===== src/rtl/sdcmd_pkg.sv =====
package sdcmd_pkg;

    localparam int FRAME_LEN   = 48;
    localparam int LONG_LEN    = 136;
    localparam int CRC_W       = 7;
    localparam int IDX_W       = 6;
    localparam int ARG_W       = 32;
    localparam int WORD_W      = 32;
    localparam int RESP_WORDS  = 4;
    localparam int SHORT_SPAN  = 40;
    localparam int LONG_LO     = 8;
    localparam int LONG_HI     = 127;
    localparam int RX_W        = 128;
    localparam int HDR_W       = 8;
    localparam int IDX_LSB     = 40;
    localparam int POS_W       = $clog2(LONG_LEN);

    typedef enum logic [1:0] {
        RSP_NONE  = 2'd0,
        RSP_SHORT = 2'd1,
        RSP_LONG  = 2'd2,
        RSP_RSVD  = 2'd3
    } rsp_kind_e;

    typedef struct packed {
        logic [IDX_W-1:0] index;
        logic             chk_idx;
        logic             chk_crc;
        logic             wait_busy;
        rsp_kind_e        kind;
    } cmd_cfg_t;

    localparam int CFG_W = $bits(cmd_cfg_t);

    typedef enum logic [2:0] {
        ST_IDLE,
        ST_SEND,
        ST_WAIT,
        ST_RECV,
        ST_CHECK,
        ST_BUSY
    } ctl_state_e;

    // One serial step of the CRC7 generator x^7 + x^3 + 1.
    function automatic logic [CRC_W-1:0] crc7_step(logic [CRC_W-1:0] c, logic b);
        logic fb;
        fb = b ^ c[CRC_W-1];
        return {c[5:3], c[2] ^ fb, c[1:0], fb};
    endfunction

    function automatic logic [CRC_W-1:0] crc7_over(logic [SHORT_SPAN-1:0] bits);
        logic [CRC_W-1:0] c;
        c = '0;
        for (int i = SHORT_SPAN - 1; i >= 0; i--) begin
            c = crc7_step(c, bits[i]);
        end
        return c;
    endfunction

    function automatic logic [FRAME_LEN-1:0] build_frame(logic [IDX_W-1:0] idx,
                                                         logic [ARG_W-1:0] arg);
        logic [SHORT_SPAN-1:0] head;
        head = {2'b01, idx, arg};
        return {head, crc7_over(head), 1'b1};
    endfunction

endpackage


===== src/rtl/sdcmd_tx.sv =====
module sdcmd_tx #(
    parameter int LEN = 48
) (
    input  logic           clk,
    input  logic           rst,
    input  logic           load,
    input  logic [LEN-1:0] frame,
    input  logic           shift,
    output logic           out_bit
);
    logic [LEN-1:0] sh_q;

    always_ff @(posedge clk) begin
        if (rst) begin
            sh_q <= '1;
        end else if (load) begin
            sh_q <= frame;
        end else if (shift) begin
            sh_q <= {sh_q[LEN-2:0], 1'b1};
        end
    end

    assign out_bit = sh_q[LEN-1];
endmodule


===== src/rtl/sdcmd_crc7.sv =====
module sdcmd_crc7
    import sdcmd_pkg::*;
(
    input  logic             clk,
    input  logic             rst,
    input  logic             clr,
    input  logic             en,
    input  logic             din,
    output logic [CRC_W-1:0] crc
);
    always_ff @(posedge clk) begin
        if (rst || clr) begin
            crc <= '0;
        end else if (en) begin
            crc <= crc7_step(crc, din);
        end
    end
endmodule


===== src/rtl/sdcmd_watchdog.sv =====
module sdcmd_watchdog #(
    parameter int W = 16
) (
    input  logic         clk,
    input  logic         rst,
    input  logic         start,
    input  logic         run,
    input  logic [W-1:0] limit,
    output logic         expired
);
    logic [W-1:0] cnt_q;

    always_ff @(posedge clk) begin
        if (rst || start) begin
            cnt_q <= '0;
        end else if (run && cnt_q != '1) begin
            cnt_q <= cnt_q + 1'b1;
        end
    end

    assign expired = run && (cnt_q == limit);
endmodule


===== src/rtl/sdcmd_ctl.sv =====
module sdcmd_ctl
    import sdcmd_pkg::*;
#(
    parameter int TO_W = 16
) (
    input  logic              clk,
    input  logic              rst,
    input  logic              arg_wr,
    input  logic [ARG_W-1:0]  arg_data,
    input  logic [CFG_W-1:0]  cmd_cfg,
    input  logic [TO_W-1:0]   timeout_lim,
    input  logic              cmd_in,
    input  logic              dat0_in,
    output logic              cmd_out,
    output logic              cmd_oe,
    output logic [WORD_W-1:0] resp_w0,
    output logic [WORD_W-1:0] resp_w1,
    output logic [WORD_W-1:0] resp_w2,
    output logic [WORD_W-1:0] resp_w3,
    output logic              ev_done,
    output logic              ev_timeout,
    output logic              ev_crc_err,
    output logic              ev_idx_err
);
    ctl_state_e                      state_q;
    cmd_cfg_t                        cfg_q;
    cmd_cfg_t                        cfg_in;
    logic [POS_W-1:0]                pos_q;
    logic [POS_W-1:0]                rsp_last;
    logic [RX_W-1:0]                 rx_q;
    logic [RX_W-1:0]                 resp_flat;
    logic [CRC_W-1:0]                rx_crc;
    logic [FRAME_LEN-1:0]            tx_frame;
    logic [RESP_WORDS-1:0][WORD_W-1:0] resp_q;
    logic tx_bit, wd_expired, accept, in_span, crc_clr, crc_en;
    logic is_long, crc_bad, idx_bad, store, active, sending;

    assign cfg_in    = cmd_cfg_t'(cmd_cfg);
    assign accept    = (state_q == ST_IDLE) && arg_wr;
    assign tx_frame  = build_frame(cfg_in.index, arg_data);
    assign active    = (state_q != ST_IDLE);
    assign sending   = (state_q == ST_SEND);
    assign is_long   = (cfg_q.kind == RSP_LONG);
    assign rsp_last  = is_long ? POS_W'(LONG_LEN - 1) : POS_W'(FRAME_LEN - 1);

    // Serial command frame
    sdcmd_tx #(.LEN(FRAME_LEN)) u_tx (
        .clk     (clk),
        .rst     (rst),
        .load    (accept),
        .frame   (tx_frame),
        .shift   (sending),
        .out_bit (tx_bit)
    );

    assign cmd_oe  = sending;
    assign cmd_out = sending ? tx_bit : 1'b1;

    // One watchdog spans the whole transaction
    sdcmd_watchdog #(.W(TO_W)) u_wd (
        .clk     (clk),
        .rst     (rst),
        .start   (accept),
        .run     (active),
        .limit   (timeout_lim),
        .expired (wd_expired)
    );

    // Running CRC over the covered part of the reply
    assign in_span = is_long ? (pos_q >= POS_W'(LONG_LO) && pos_q <= POS_W'(LONG_HI))
                             : (pos_q < POS_W'(SHORT_SPAN));
    assign crc_clr = (state_q == ST_WAIT) && !cmd_in;
    assign crc_en  = (state_q == ST_RECV) && in_span;

    sdcmd_crc7 u_crc (
        .clk (clk),
        .rst (rst),
        .clr (crc_clr),
        .en  (crc_en),
        .din (cmd_in),
        .crc (rx_crc)
    );

    assign crc_bad = cfg_q.chk_crc && (rx_crc != rx_q[CRC_W:1]);
    assign idx_bad = cfg_q.chk_idx && (cfg_q.kind == RSP_SHORT)
                     && (rx_q[IDX_LSB +: IDX_W] != cfg_q.index);
    assign store   = (state_q == ST_CHECK) && !wd_expired;

    // Control sequence
    always_ff @(posedge clk) begin
        if (rst) begin
            state_q    <= ST_IDLE;
            cfg_q      <= '0;
            pos_q      <= '0;
            rx_q       <= '0;
            ev_done    <= 1'b0;
            ev_timeout <= 1'b0;
            ev_crc_err <= 1'b0;
            ev_idx_err <= 1'b0;
        end else begin
            ev_done    <= 1'b0;
            ev_timeout <= 1'b0;
            ev_crc_err <= 1'b0;
            ev_idx_err <= 1'b0;
            if (wd_expired) begin
                state_q    <= ST_IDLE;
                ev_timeout <= 1'b1;
            end else begin
                case (state_q)
                    ST_IDLE: begin
                        if (arg_wr) begin
                            cfg_q   <= cfg_in;
                            pos_q   <= '0;
                            state_q <= ST_SEND;
                        end
                    end
                    ST_SEND: begin
                        if (pos_q == POS_W'(FRAME_LEN - 1)) begin
                            pos_q <= '0;
                            if (cfg_q.kind == RSP_SHORT || cfg_q.kind == RSP_LONG) begin
                                state_q <= ST_WAIT;
                            end else if (cfg_q.wait_busy) begin
                                state_q <= ST_BUSY;
                            end else begin
                                state_q <= ST_IDLE;
                                ev_done <= 1'b1;
                            end
                        end else begin
                            pos_q <= pos_q + 1'b1;
                        end
                    end
                    ST_WAIT: begin
                        if (!cmd_in) begin
                            rx_q    <= '0;
                            pos_q   <= POS_W'(1);
                            state_q <= ST_RECV;
                        end
                    end
                    ST_RECV: begin
                        rx_q <= {rx_q[RX_W-2:0], cmd_in};
                        if (pos_q == rsp_last) begin
                            state_q <= ST_CHECK;
                        end else begin
                            pos_q <= pos_q + 1'b1;
                        end
                    end
                    ST_CHECK: begin
                        ev_crc_err <= crc_bad;
                        ev_idx_err <= idx_bad;
                        if (crc_bad || idx_bad) begin
                            state_q <= ST_IDLE;
                        end else if (cfg_q.wait_busy) begin
                            state_q <= ST_BUSY;
                        end else begin
                            state_q <= ST_IDLE;
                            ev_done <= 1'b1;
                        end
                    end
                    ST_BUSY: begin
                        if (dat0_in) begin
                            state_q <= ST_IDLE;
                            ev_done <= 1'b1;
                        end
                    end
                    default: state_q <= ST_IDLE;
                endcase
            end
        end
    end

    // Response words
    assign resp_flat = {{HDR_W{1'b0}}, rx_q[RX_W-1:HDR_W]};

    for (genvar w = 0; w < RESP_WORDS; w++) begin : g_word
        always_ff @(posedge clk) begin
            if (rst) begin
                resp_q[w] <= '0;
            end else if (store) begin
                if (is_long) begin
                    resp_q[w] <= resp_flat[w*WORD_W +: WORD_W];
                end else if (w == 0) begin
                    resp_q[w] <= rx_q[HDR_W +: WORD_W];
                end
            end
        end
    end

    assign resp_w0 = resp_q[0];
    assign resp_w1 = resp_q[1];
    assign resp_w2 = resp_q[2];
    assign resp_w3 = resp_q[3];
endmodule


===== config.mk =====
export PLATFORM = sky130hd
export DESIGN_NAME = sdcmd_ctl
export DESIGN_NICKNAME = d
export VERILOG_FILES = /design/src/rtl/sdcmd_pkg.sv /design/src/rtl/sdcmd_tx.sv /design/src/rtl/sdcmd_crc7.sv /design/src/rtl/sdcmd_watchdog.sv /design/src/rtl/sdcmd_ctl.sv
export SDC_FILE = /design/constraint.sdc
export NUM_CORES = 1
export LEC_CHECK = 0
export ABC_AREA = 1
export BUFFER_PORTS_ARGS = -buffer_cell sky130_fd_sc_hd__buf_2
export CORE_MARGIN = 2
export CORE_UTILIZATION = 35
export CTS_CLUSTER_DIAMETER = 100
export DETAILED_ROUTE_END_ITERATION = 7
export PLACE_DENSITY = 0.51
export SKIP_LAST_GASP = 1
export SLEW_MARGIN = 20
export SYNTH_ARGS = -nofsm -noshare
export SYNTH_HDL_FRONTEND = slang
export SYNTH_SLANG_ARGS = --single-unit

===== constraint.sdc =====
create_clock -name clk -period 2.8 [get_ports clk]
set_input_delay 0.28 -clock clk [delete_from_list [all_inputs] [get_ports clk]]
set_output_delay 0.28 -clock clk [all_outputs]
set_load 0.1 [all_outputs]

Yosys cells after proc, flatten, opt, wreduce, memory -nomap -nowiden
Cells that the tools add are included.
- bits of input ports: 64
- register bits: 344
- bitwise operators: 75
- reductions and logical operators: 29
- mux-type cells: 28
- $add $sub $neg: 2
- order comparisons: 3
- equal/unequal tests: 19
- operator list (kind ; number):
    128-bit one-hot mux with 2 select lines ; 1
    128-bit 2-to-1 mux ; 1
    48-bit 2-to-1 mux ; 2
    1-bit XOR ; 71
    8-bit 2-to-1 mux ; 5
    8-bit one-hot mux with 4 select lines ; 1
    3-bit 2-to-1 mux ; 8
    3-bit one-hot mux with 6 select lines ; 1
    16-bit by 1-bit adder with 16-bit output, second input constant ; 1
    16-bit equality test ; 1
    16-bit != test, second input constant ; 1
    1-bit logical AND ; 10
    5-bit AND reduction ; 2
    8-bit by 1-bit adder with 8-bit output, second input constant ; 1
    8-bit by 6-bit equality test with 1-bit output, second input constant ; 1
    8-bit equality test ; 1
    8-bit by 4-bit greater-or-equal comparator with 1-bit output, second input constant ; 1
    8-bit by 7-bit <= comparator with 1-bit output, second input constant ; 1
    8-bit by 6-bit less-than comparator with 1-bit output, second input constant ; 1
    1-bit 2-to-1 mux ; 8
    2-bit != test, second input constant ; 4
    7-bit != test ; 1
    3-bit by 2-bit equality test with 1-bit output, second input constant ; 2
    3-bit equality test, second input constant ; 2
    other kinds (17) ; 28

Longest topological paths before layout
Gate-level depths: netlist of run 1.
- depth after elaboration: 19
- depth in mapped cells: 27
- depth with buffers taken out: 27

Hierarchy
A second synthesis of run 1 with hierarchy kept.
- cells, all modules: 2117
- area, all modules: 15119.5 um^2
- by module, submodules not included (module ; cells an instance ; area each (um^2) ; instances ; seq. area each (um^2)):
    sdcmd_ctl ; 1590 ; 11579.9 ; 1 ; 5485.3
    sdcmd_tx ; 273 ; 2020.7 ; 1 ; 960.9
    sdcmd_watchdog ; 213 ; 1216.2 ; 1 ; 320.3
    sdcmd_crc7 ; 41 ; 302.8 ; 1 ; 140.1

Least setup slack after synthesis of run 1
OpenSTA, ideal clock, no wires.
- path type: register to register
- start: register state_q[0]
- end: register u_tx.sh_q[38]
- arrival time: 2.350 ns
- required time: 2.718 ns
- clock period less this slack: 2.432 ns
- path buffers: 3
- stages on the path, launching flop included: 10
- library setup time: 0.082 ns
- setup slack: 0.368 ns
- path through: dfxtp_1 > buf_2 > inv_1 > nor2_1 > inv_1 > nor2_1 > buf_4 > clkbuf_1 > nand2_1 > o2111ai_1
- RTL lines (element ; line ; RTL):
    from (decl) ; sdcmd_ctl.sv:25 ; ctl_state_e state_q;
    from (signal assigned) ; sdcmd_ctl.sv:92 ; state_q <= ST_IDLE;
    from (signal assigned) ; sdcmd_ctl.sv:106 ; state_q <= ST_IDLE;
    from (signal assigned) ; sdcmd_ctl.sv:114 ; state_q <= ST_SEND;
    3-bit by 1-bit equality test with 1-bit output ; sdcmd_ctl.sv:42 ; assign sending = (state_q == ST_SEND);
    net cmd_oe ; sdcmd_ctl.sv:15 ; output logic cmd_oe,
    2-bit nonzero test (no line) ; n/a ;
    to (signal assigned) ; sdcmd_tx.sv:17 ; sh_q <= frame;
    to (signal assigned) ; sdcmd_tx.sv:19 ; sh_q <= {sh_q[LEN-2:0], 1'b1};
    to (decl) ; sdcmd_tx.sv:11 ; logic [LEN-1:0] sh_q;
The timed path passes the listed nets, and every way through them passes these cells.
A chain may end at the register's enable or synchronous reset.

Worst setup path in the final report of run 1
- start: register u_wd.cnt_q[0]
- end: register resp_q (netlist bit resp_w3[4])
- word-level cells in the longest chain between the ends: 5
- ends and longest elaborated chain (element ; line ; RTL):
    from (decl) ; sdcmd_watchdog.sv:11 ; logic [W-1:0] cnt_q;
    from (signal assigned) ; sdcmd_watchdog.sv:17 ; cnt_q <= cnt_q + 1'b1;
    16-bit equality test ; sdcmd_watchdog.sv:21 ; assign expired = run && (cnt_q == limit);
    1-bit logical AND ; sdcmd_watchdog.sv:21 ;
    1-bit logical NOT ; sdcmd_ctl.sv:87 ; assign store = (state_q == ST_CHECK) && !wd_expired;
    1-bit logical AND ; sdcmd_ctl.sv:87 ;
    2-bit AND reduction (no line) ; n/a ;
    to (signal, indexed assignment) ; sdcmd_ctl.sv:180 ; resp_q[w] <= resp_flat[w*WORD_W +: WORD_W];
    to (signal, indexed assignment) ; sdcmd_ctl.sv:182 ; resp_q[w] <= rx_q[HDR_W +: WORD_W];
    to (decl) ; sdcmd_ctl.sv:34 ; logic [RESP_WORDS-1:0][WORD_W-1:0] resp_q;
No other way between the ends.

==> results of run 1 <==
state kept, by name (all words and copies together) (netlist names), 7 cells and up:
register    count
u_tx.sh_q      47
u_wd.cnt_q     16
resp_w0        32
u_crc.crc       7
resp_w2        32
pos_q           8
rx_q          128
cfg_q          11
resp_w1        32
resp_w3        24
final timing paths:
| path | slack [ns] | depth (start not counted) | from | to |
|---|---|---|---|---|
| worst max-delay path | 0.30 | 12 | u_wd.cnt_q[0]$_SDFFE_PP0P_ | resp_w3[4]$_SDFFE_PP0P_ |
| worst min-delay path | 0.03 | 3 | arg_data[23] | u_tx.sh_q[31]$_SDFFE_PP1P_ |
| worst max register to register | 0.30 | 12 | u_wd.cnt_q[0]$_SDFFE_PP0P_ | resp_w3[4]$_SDFFE_PP0P_ |
| worst min register to register | 0.46 | 2 | resp_w2[8]$_SDFFE_PP0P_ | resp_w2[8]$_SDFFE_PP0P_ |
cells by family after synthesis:
family / after synthesis / share of synthesized area [%]
simple gates: 847 / 26.8
compound gates: 453 / 17.0
flops: 344 / 46.5
buf+inv: 298 / 8.00
xor+xnor: 21 / 1.24
fa+ha+maj: 5 / 0.422
other cells: 1 / 0.0253
power by group:
part | internal, mW | switching (mW)
sequential | 5.35 | 0.247
combinational | 0.981 | 2.23
clock | 3.52 | 2.06
cell type report:
cell class              count  area [um^2]  share of cell area, %
well taps                 539          674                   3.82
multi-input cells        1334         6810                   38.5
clock buffers              63         1250                   7.08
clock inverters             9          176                  0.998
diodes                      3         7.51                 0.0425
inverters                 162          611                   3.45
flip-flops and latches    344         6890                   39.0
repair buffers            213         1260                   7.11
placed cells by master, fill, tap and decap left out, types with 4 or more instances in the layout:
cell type / instances
o2111ai_1: 10
buf_4: 13
nand2_2: 35
xor2_1: 15
a21oi_1: 296
buf_12: 9
ha_1: 4
nor2_2: 5
bufinv_16: 5
o22ai_1: 8
dfxtp_1: 344
nand4_1: 16
or2_2: 4
conb_1: 8
a31oi_1: 5
nand3b_1: 97
clkbuf_8: 11
buf_2: 187
nor2_1: 61
nand3_1: 159
clkbuf_1: 10
nand2_1: 436
inv_1: 146
xnor2_1: 6
inv_2: 13
a211oi_1: 38
a221oi_1: 9
nor3_1: 15
o211ai_1: 21
o21ai_0: 61
clkbuf_16: 43
nor4_1: 7
through the flow:
step	instances	total power [mW]	cell area [um^2]
CTS	2664	14.6	17700
finish	2667	14.4	17700
floorplan	1976	8.11	14800
global route	2665	15.2	17700
detailed placement	2589	8.92	16200
global placement	2589	8.87	16200
critical path: cells and delay by family (launching register included):
kind	cells	cell delay, ns
buffers and inverters	3	0.47
flip-flops	1	0.37
AO/OA/AOI/OAI	2	0.23
AND/OR/NAND/NOR	7	1.25
metal layers:
layer / track usage (%) / vias to the layer above / share of wire, % / wire length (um)
met3: 3.56 / 43 / 4.6 / 1770
met1: 24.0 / 6038 / 50 / 19200
met5: 0 / - / 0.042 / 16
li1: - / 6864 / - / -
met2: 26.9 / 225 / 44 / 16800
met4: 4.26 / 2 / 1.4 / 552
what timing repair did:
action / 4_1_cts / 5_1_grt
hold buffers: 3 / 0
endpoints found under the hold margin: 3 / 0
setup endpoints to repair: 0 / 10
buffers inserted: 0 / 0
resized for setup: 0 / 1
==> impl_summary.txt, run 1 <==
----------------------------------------------------
[Clocking]
  Clock-pin slew reported for the worst setup and hold paths after clock tree synthesis ... 0.06 ns
  Worst-case clock buffer depth ... 3
  CTS Root Buffer Type ... clkbuf_16
  TritonCTS buffer count ... 41
  Total number of clock tree sinks ... 344
  Clock latency at the later pin of the worst-skew pair ... roughly 0.55 ns
  Clock tree from TritonCTS ... yes
  Clock H-tree levels ... 2

[Timing]
  Hold slack ... roughly 0.03 ns
  Final Hold Viols ... 0
  Slew at the pin with the worst max-slew slack ... about 1.0 ns
  Final clock period utilization by the worst path ... 89.2%
  RSZ-0062 raised after global routing ... no
  Relative max-transition margin ... 30.8%
  Fin crit period ... 2.50 ns
  Worst clock skew ... between 0.015 and 0.02 ns
  Setup tns final ... 0 ns
  Highest attainable clock frequency ... around 400 MHz
  Worst Setup Slack, final ... 0.303 ns
  Final setup fails ... 0
  Final-report max-slew violation count ... 0

[Floorplanning]
  Area of the die ... between 40000 and 50000 um^2
  Site Rows ... 75
  Die height ... 210 um
  Horiz. Die Dim ... approximately 210 um
  Area of the core ... about 42000 um^2
  Effective utilization at floorplan ... between 30% and 40%
  Top Ports ... approximately 200

[Worst setup path]
  Worst Path Required ... ~3.3 ns
  Start-to-end type of the worst setup path ... flip-flop to flip-flop
  Critical path launch point type ... flip-flop
  Slowest cell on the critical path ... dfxtp_1
  Crit path max fanout ... 88
  Critical path's largest stage delay ... 0.37 ns
  Nature of the critical path endpoint ... flip-flop
  Arrival time reported for the critical path endpoint ... around 3.0 ns
  Ordered list of cells on the worst path ... inv_1 > nand2_1 > o21ai_0 > nor4_1 > and3_1 > nand3_1 > nand2_2 > inv_4 > nand2_2 > buf_12 > nand2_1 > a21oi_1

[Global routing]
  Vias in the first global route ... 12300
  Global Route Usage Sum ... between 15 and 20%
  Pin count of the biggest net entering global routing ... between 150 and 200
  Wire length of the first global-routing pass ... approximately 63000 um
  Initial antenna violation count ... 4
  Global route overflow ... 0

[Yosys]
  Post-synthesis cell area ... about 15000 um^2
  Count leader, synth ... nand2_1
  Top_reg_cell synth ... dfxtp_1
  Post-synthesis sequential area ratio ... between 40% and 50%
  Cells after synthesis ... roughly 2000
  Flip-flop and latch count after synthesis ... 344
  Portion of synthesized cell area occupied by the leading cell type ... 46.5%
  Ranking of synthesized cells by instance count ... nand2_1, dfxtp_1, a21oi_1, nand3_1, inv_1
  Post-synth cell types ... 41
  Number of enable flip-flop cells after synthesis ... 0
  Top area cells in the synthesized netlist ... dfxtp_1, nand2_1, a21oi_1
  Post-synthesis cell type with the largest combined area ... dfxtp_1
  Post-synthesis async set-or-reset flop share ... 0%
  Synthesis warning total ... 0
  Average cell area after synthesis ... 7.52 um^2

[Route]
  Starting DRC count in detailed routing ... between 800 and 900
  Detailed-route wire length ... between 30000 and 40000 um
  Mean routed wirelength per cell ... about 14 um
  Avg Vias per Cell ... approximately 4.9
  Remaining design rule violation count ... 0
  Number of detailed-route iterations in the first pass ... 5
  Final antenna-violating net count ... 0
  Via Count ... around 13000

[Cells and area]
  Area Overhead vs Synth ... 19.4%
  Number of nets in the final layout ... roughly 2200
  FILL cells ... roughly 4300
  Utilization after layout ... between 40% and 50%
  Layout cell share with drive strength beyond 1 ... about 16%

[Placement]
  HPWL after detailed placement ... 25400 um
  Placement-stage worst setup slack ... 0.222 ns
  Number of input and output port buffers inserted ... roughly 190
  Routability Congestion ... around 0.84

[Worst hold path]
  Tightest Hold Check Type ... input pin to flip-flop

[Job]
  Max-cap violation count ... 0

[Run status]
  Run status ... completed

[Pwr]
  Total leakage power ... around 7 nW
  Worst supply voltage drop on vdd ... around 0.48 mV
  Power per standard cell area ... 814 nW/um^2

----------------------------------------------------
(Power assumes the default switching activity.)
==> run 2: changes to the inputs <==
PLACE_DENSITY = 0.53   (was 0.51)
clock period = 2.2 ns   (was 2.8 ns; I/O delays follow)
==> impl_summary.txt, run 2 (synthesis gave the netlist of run 1 again) <==
----------------------------------------------------
[Run status]
  Run status ... completed

[Route]
  Amount of wire on met3 after detailed routing ... 2050 um (+16%)
  Number of detailed-route iterations in the first pass ... 7 (+2)
  Remaining design rule violation count ... 0 (unchanged)
  Starting DRC count in detailed routing ... 792 (-4.6%)
  Routed wire length on met2 ... 18700 um (+11%)
  Avg Vias per Cell ... 5.00 (+1.3%)
  Mean routed wirelength per cell ... 15.1 um (+5.0%)
  Detailed-route wire length ... 41800 um (+8.9%)
  Via Count ... 13800 (+5.1%)
  Final antenna-violating net count ... 0 (unchanged)
  M1 WL ... 20100 um (+5.1%)
  Topmost layer with routed signal wires ... met5

[Floorplanning]
  Area of the core ... 41900 um^2 (unchanged)
  Area of the die ... 44000 um^2 (unchanged)
  Horiz. Die Dim ... 210 um (unchanged)
  Die height ... 210 um (unchanged)
  Effective utilization at floorplan ... 35.4% (unchanged)
  Site Rows ... 75 (unchanged)
  Top Ports ... 198 (unchanged)

[Job]
  Max-cap violation count ... 0 (unchanged)

[Global routing]
  Wire length of the first global-routing pass ... 64000 um (+1.7%)
  Pin count of the biggest net entering global routing ... 135 (-25%)
  Vias in the first global route ... 12700 (+3.9%)
  Global route overflow ... 0 (unchanged)
  Global Route Usage Sum ... 17.4% (+0.35 points)
  Initial antenna violation count ... 4 (unchanged)

[Timing]
  Final Hold Viols ... 0 (unchanged)
  Relative max-transition margin ... 50.9% (+20 points)
  Worst clock skew ... 0.0239 ns (+0.00647 ns)
  Final clock period utilization by the worst path ... 98.4% (+9.2 points)
  Highest attainable clock frequency ... 462 MHz (+15%)
  Slew at the pin with the worst max-slew slack ... 0.736 ns (-0.301 ns)
  Fin crit period ... 2.16 ns (-0.333 ns)
  Hold slack ... 0.0332 ns (+0.00264 ns)
  Final setup fails ... 0 (unchanged)
  RSZ-0062 raised after global routing ... yes
  Worst Setup Slack, final ... 0.0358 ns (-0.267 ns)
  Final-report max-slew violation count ... 0 (unchanged)

[Worst hold path]
  Tightest Hold Check Type ... input pin to flip-flop

[Cells and area]
  Non-filler instance count after layout ... 2766 (+3.7%)
  Number of flip-flops under the largest register name ... 128 (unchanged)
  Register name with the most flops ... rx_q
  Final design area excluding fillers ... 18900 um^2 (+6.8%)
  Commonest cells after routing, fill and taps aside ... nand2_1, dfxtp_1, a21oi_1, buf_2, nand3_1
  Layout cell share with drive strength beyond 1 ... 20.8% (+4.9 points)
  FILL cells ... 4216 (-1.8%)
  Commonest non-fill, non-tap cell in the layout ... nand2_1
  Area Overhead vs Synth ... 27.5%
  Number of nets in the final layout ... 2266 (+4.7%)
  Largest registers ... rx_q x128, u_tx.sh_q x47

[Placement]
  Number of instances in the placed design ... 2649 (+2.3%)
  HPWL after detailed placement ... 26500 um (+4.2%)
  Placed standard-cell area ... 16700 um^2 (+3.1%)
  Number of input and output port buffers inserted ... 189 (unchanged)
  Routability Congestion ... 0.872 (+3.5%)
  Placement-stage worst setup slack ... -0.223 ns (-0.445 ns)

[Pwr]
  Power per standard cell area ... 989 nW/um^2 (+21%)
  Clock power share ... 35.2% (-3.6 points)
  Worst supply voltage drop on vdd ... 0.483 mV (+0.54%)
  Total leakage power ... 7.79 nW (+8.8%)
  Net switching fraction of the power ... 32.5% (+0.92 points)
  Sequential share of power ... 38.1% (-0.7 points)
  PnR Total Power ... 18.7 mW (+30%)
  Power share of the combinational group ... 26.7% (+4.4 points)
  Internal power component ... 12.6 mW (+28%)
  Power dissipated by switching net loads ... 6.07 mW (+34%)

[Worst setup path]
  Nature of the critical path endpoint ... flip-flop
  Critical path launch point type ... flip-flop
  Worst Path Required ... 2.60 ns (-0.65 ns)
  Crit path max fanout ... 8 (-91%)
  Arrival time reported for the critical path endpoint ... 2.56 ns (-0.39 ns)
  Start-to-end type of the worst setup path ... flip-flop to flip-flop

[Clocking]
  Clock latency at the later pin of the worst-skew pair ... 0.56 ns (about the same)
  Clock-pin slew reported for the worst setup and hold paths after clock tree synthesis ... 0.06 ns (about the same)
  Clock tree from TritonCTS ... yes
  Worst-case clock buffer depth ... 3 (unchanged)
  CTS Root Buffer Type ... clkbuf_16
  TritonCTS buffer count ... 40 (-2.4%)
  Total number of clock tree sinks ... 344 (unchanged)
  Clock H-tree levels ... 2 (unchanged)

----------------------------------------------------
run 2: changes by cell type in the layout (fill, tap and decap cells not counted), moves of 7 or more:
| cell | delta |
|---|---|
| buf_12 | +9 |
| buf_4 | +59 |
| clkbuf_16 | +8 |
| dlygate4sd3_1 | +16 |
| nand2_1 | -11 |
| nand2_2 | +10 |
| nand3_1 | -7 |
| nand3_2 | +7 |
run 2: path summary, 6_finish.rpt:
| kind | from | depth (start not counted) | to | slack [ns] |
|---|---|---|---|---|
| setup / recovery | u_wd.cnt_q[15]$_SDFFE_PP0P_ | 11 | rx_q[106]$_SDFFE_PP0P_ | 0.04 |
| hold / removal | arg_data[11] | 3 | u_tx.sh_q[19]$_SDFFE_PP1P_ | 0.03 |
| setup reg to reg | u_wd.cnt_q[15]$_SDFFE_PP0P_ | 11 | rx_q[106]$_SDFFE_PP0P_ | 0.04 |
| hold reg to reg | resp_w2[11]$_SDFFE_PP0P_ | 2 | resp_w2[11]$_SDFFE_PP0P_ | 0.46 |
run 2: per-layer routing:
metal | vias up | track usage, %
met5 | - | 0
met4 | 2 | 5.31
met3 | 54 | 4.01
met2 | 275 | 27.4
met1 | 6443 | 23.9
li1 | 7068 | -
run 2: timing repair:
action / 4_1_cts / 5_1_grt
buffers inserted: 3 / 6
gates resized for setup: 14 / 61
cloned: 0 / 18
setup endpoints to repair: 162 / 259
hold endpoints to repair: 38 / 0
hold buffers: 19 / 0
pin swaps: 2 / 9
run 2: final cells by class:
class	instances	area (um^2)	share of cell area (%)
multi-input cells	1334	6960	36.9
flip-flops and latches	344	6890	36.5
repair buffers	315	2440	12.9
clock buffers	56	1140	6.05
well taps	539	674	3.57
inverters	162	613	3.25
clock inverters	13	151	0.802
diodes	3	7.51	0.0398
run 2: power groups by stage:
stage               logic, mW  clock network [mW]  registers (mW)
floorplan                2.93                   0            7.39
global placement         4.31                   0            7.22
detailed placement       4.36                   0            7.24
CTS                      4.48                6.80            7.11
global route             5.55                7.04            7.19
finish                   4.99                6.58            7.12
run 2: critical path: stages, from the launching register on:
cell	delay, ns
dfxtp_2	0.33
xor2_1	0.17
a221oi_2	0.18
nand2_1	0.10
nor3_2	0.18
nand3_2	0.15
buf_6	0.17
nand3_4	0.19
buf_12	0.20
clkbuf_16	0.17
nand3b_1	0.10
a21oi_1	0.06
run 2: through the flow:
| step | util [%] | setup TNS, ns |
|---|---|---|
| after floorplan | - | 0 |
| after global placement | 39.9 | -2.33 |
| after detailed placement | 39.9 | -7.65 |
| after CTS | 43.6 | -0.0180 |
| after global routing | 45.1 | -5.52 |
| final | 45.1 | 0 |
==> run 3: changes to the inputs <==
clock period = 1.8 ns   (was 2.2 ns; I/O delays follow)
==> impl_summary.txt, run 3 (synthesis gave the netlist of run 1 again) <==
----------------------------------------------------
[Run status]
  Run status ... complete, but fails checks
  Violations in the final reports ... negative setup slack

[Clocking]
  CTS Root Buffer Type ... clkbuf_16
  Clock tree from TritonCTS ... yes
  Worst-case clock buffer depth ... 3 (unchanged)
  Total number of clock tree sinks ... 344 (unchanged)
  Clock latency at the later pin of the worst-skew pair ... 0.56 ns (about the same)
  Clock H-tree levels ... 2 (unchanged)
  Clock-pin slew reported for the worst setup and hold paths after clock tree synthesis ... 0.06 ns (about the same)
  TritonCTS buffer count ... 41 (+2.5%)

[Cells and area]
  Layout cell share with drive strength beyond 1 ... 30.8% (+10 points)
  Final design area excluding fillers ... 20600 um^2 (+9.1%)
  Non-filler instance count after layout ... 2855 (+3.2%)
  Number of flip-flops under the largest register name ... 128 (unchanged)
  Seq. cell area ... 6900 um^2 (+0.16%)
  Total area of multi-input combinational cells ... 7730 um^2 (+11%)
  Commonest non-fill, non-tap cell in the layout ... nand2_1
  Commonest cells after routing, fill and taps aside ... nand2_1, dfxtp_1, a21oi_1, buf_2, nand3_1
  Largest registers ... rx_q x128, u_tx.sh_q x47
  Number of nets in the final layout ... 2353 (+3.8%)
  Register name with the most flops ... rx_q
  FILL cells ... 4117 (-2.3%)
  Area Overhead vs Synth ... 39.2%

[Worst setup path]
  Crit path max fanout ... 6 (-2)
  Start-to-end type of the worst setup path ... flip-flop to flip-flop
  Critical path launch point type ... flip-flop
  Arrival time reported for the critical path endpoint ... 2.56 ns (about the same)
  Cell count of the worst reg-to-reg path ... 13 (+2)
  Critical path's largest stage delay ... 0.34 ns (about the same)
  FF-to-FF setup slack ... -0.27 ns (-0.31 ns)
  Ordered list of cells on the worst path ... inv_2 > nand2_1 > o21ai_1 > nor4_1 > and3_1 > nand3_4 > buf_6 > nand3_4 > buf_12 > buf_8 > buf_16 > nand2_1 > a21oi_2
  Terminus of the critical flop-to-flop path ... rx_q[38]$_SDFFE_PP0P_
  First element of the critical path ... u_wd.cnt_q[3]$_SDFFE_PP0P_
  Worst Path Required ... 2.28 ns (-0.32 ns)
  Slowest cell on the critical path ... dfxtp_2
  Nature of the critical path endpoint ... flip-flop
  Worst reg2reg path startpoint ... u_wd.cnt_q[3]$_SDFFE_PP0P_

[Global routing]
  Pin count of the biggest net entering global routing ... 138 (+2.2%)
  Initial antenna violation count ... 3 (-1)
  Global route overflow ... 0 (unchanged)
  Wire length of the first global-routing pass ... 67600 um (+5.6%)
  Global Route Usage Sum ... 18.6% (+1.1 points)
  Vias in the first global route ... 13200 (+3.9%)

[Timing]
  Setup tns final ... -46.87 ns (-46.87 ns)
  Final-report max-slew violation count ... 0 (unchanged)
  Fin crit period ... 2.07 ns (-0.0906 ns)
  Final clock period utilization by the worst path ... 115% (+17 points)
  RSZ-0062 raised after global routing ... yes
  Final Hold Viols ... 0 (unchanged)
  Slew at the pin with the worst max-slew slack ... 0.642 ns (-0.0943 ns)
  Final setup fails ... 265 (+265)
  Worst clock skew ... 0.0231 ns (-0.000766 ns)
  Relative max-transition margin ... 57.2% (+6.3 points)
  Highest attainable clock frequency ... 482 MHz (+4.4%)
  Worst Setup Slack, final ... -0.274 ns (-0.309 ns)

[Floorplanning]
  Top Ports ... 198 (unchanged)
  Area of the die ... 44000 um^2 (unchanged)
  Site Rows ... 75 (unchanged)
  Horiz. Die Dim ... 210 um (unchanged)
  Effective utilization at floorplan ... 35.4% (unchanged)
  Die height ... 210 um (unchanged)
  Area of the core ... 41900 um^2 (unchanged)

[Route]
  Remaining design rule violation count ... 0 (unchanged)
  Starting DRC count in detailed routing ... 754 (-4.8%)
  Via Count ... 14300 (+3.1%)
  Mean routed wirelength per cell ... 15.0 um (-0.52%)
  Number of detailed-route iterations in the first pass ... 6 (-1)
  Avg Vias per Cell ... 5.00 (-0.12%)
  Detailed-route wire length ... 42900 um (+2.7%)
  Final antenna-violating net count ... 0 (unchanged)

[Placement]
  Placed standard-cell area ... 17200 um^2 (+2.8%)
  Number of input and output port buffers inserted ... 189 (unchanged)
  Routability Congestion ... 0.858 (-1.6%)
  HPWL after detailed placement ... 26700 um (+0.67%)
  Number of instances in the placed design ... 2697 (+1.8%)

[Job]
  Max-cap violation count ... 0 (unchanged)

[Worst hold path]
  Hold endpoint ... u_tx.sh_q[43]$_SDFFE_PP1P_
  Tightest Hold Check Type ... input pin to flip-flop
  Hold path start ... cmd_cfg[8]
  Worst hold path depth ... 4 (+1)

[Pwr]
  Total leakage power ... 8.54 nW (+9.6%)
  Power per standard cell area ... 1160 nW/um^2 (+17%)
  Worst supply voltage drop on vdd ... 0.774 mV (+60%)

----------------------------------------------------
-- run 3: cell types whose count changed in the layout (fill, tap and decap cells not counted), moves of 18 or more --
cell | previous run | this run
buf_4 | 72 | 130
nand2_1 | 425 | 362
inv_1 | 142 | 111
nand2_2 | 45 | 74
a21oi_2 | 2 | 20
inv_2 | 15 | 36
a21oi_1 | 294 | 276
nand3_1 | 152 | 133
nand2_4 | 3 | 35
-- run 3: worst max-delay path by stage --
stage                                           end  depth (start not counted)  slack, ns
after floorplan           u_tx.sh_q[4]$_SDFFE_PP1P_                         22      -0.09
after global placement    u_tx.sh_q[4]$_SDFFE_PP1P_                         28      -0.54
after detailed placement  u_tx.sh_q[5]$_SDFFE_PP1P_                         23      -0.59
after CTS                     rx_q[10]$_SDFFE_PP0P_                         12      -0.27
after global routing          rx_q[38]$_SDFFE_PP0P_                         13      -0.42
final                         rx_q[38]$_SDFFE_PP0P_                         13      -0.27
-- run 3: critical path: cells and delay by family, from the launching register on --
family          cells  cell delay (ns)
buf+inv             5             0.63
compound gates      2             0.17
simple gates        6             0.87
flops               1             0.34
-- run 3: metal layers --
| layer | global-route usage, % | share of wire (%) | vias to the layer above |
|---|---|---|---|
| met3 | 3.74 | 5.0 | 61 |
| met5 | 0 | 0.026 | - |
| met1 | 25.1 | 46 | 6671 |
| met2 | 30.3 | 47 | 287 |
| met4 | 4.55 | 1.9 | 2 |
| li1 | - | - | 7249 |
-- run 3: final cells by class --
cell class                      instances  share of cell area, %
Tap cell                              539                   3.27
Sequential cell                       344                   33.5
Clock buffer                           60                   5.81
Timing Repair Buffer                  400                   16.3
Inverter                              162                   3.21
Antenna cell                            2                 0.0243
Clock inverter                         13                  0.364
Multi-Input combinational cell       1335                   37.5
-- run 3: repair_timing --
action,4_1_cts,5_1_grt
resized for setup,66,254
pin swaps,12,72
setup endpoints to repair,319,334
hold endpoints to repair,36,0
setup buffers,25,16
cloned,15,11
hold buffers,25,0
-- run 3: power by group --
group	total, mW	internal (mW)	leakage [nW]	switching [mW]
Clock	7.86	4.60	0.636	3.26
Sequential	8.72	8.32	2.79	0.392
Combinational	7.36	3.02	5.11	4.35
Total	23.9	15.9	8.54	8.00
-- run 3: per-stage QoR --
step | power, mW | worst slack (ns) | util (%) | hold slack, ns
2_1_floorplan | 12.7 | -0.0910 | - | 0.314
3_3_place_gp | 14.4 | -0.535 | 41.0 | 0.407
3_5_place_dp | 14.5 | -0.592 | 41.0 | 0.414
4_1_cts | 23.3 | -0.270 | 46.6 | 0.0158
5_1_grt | 25.3 | -0.417 | 49.2 | 0.0487
6_report | 23.9 | -0.274 | 49.2 | 0.0514
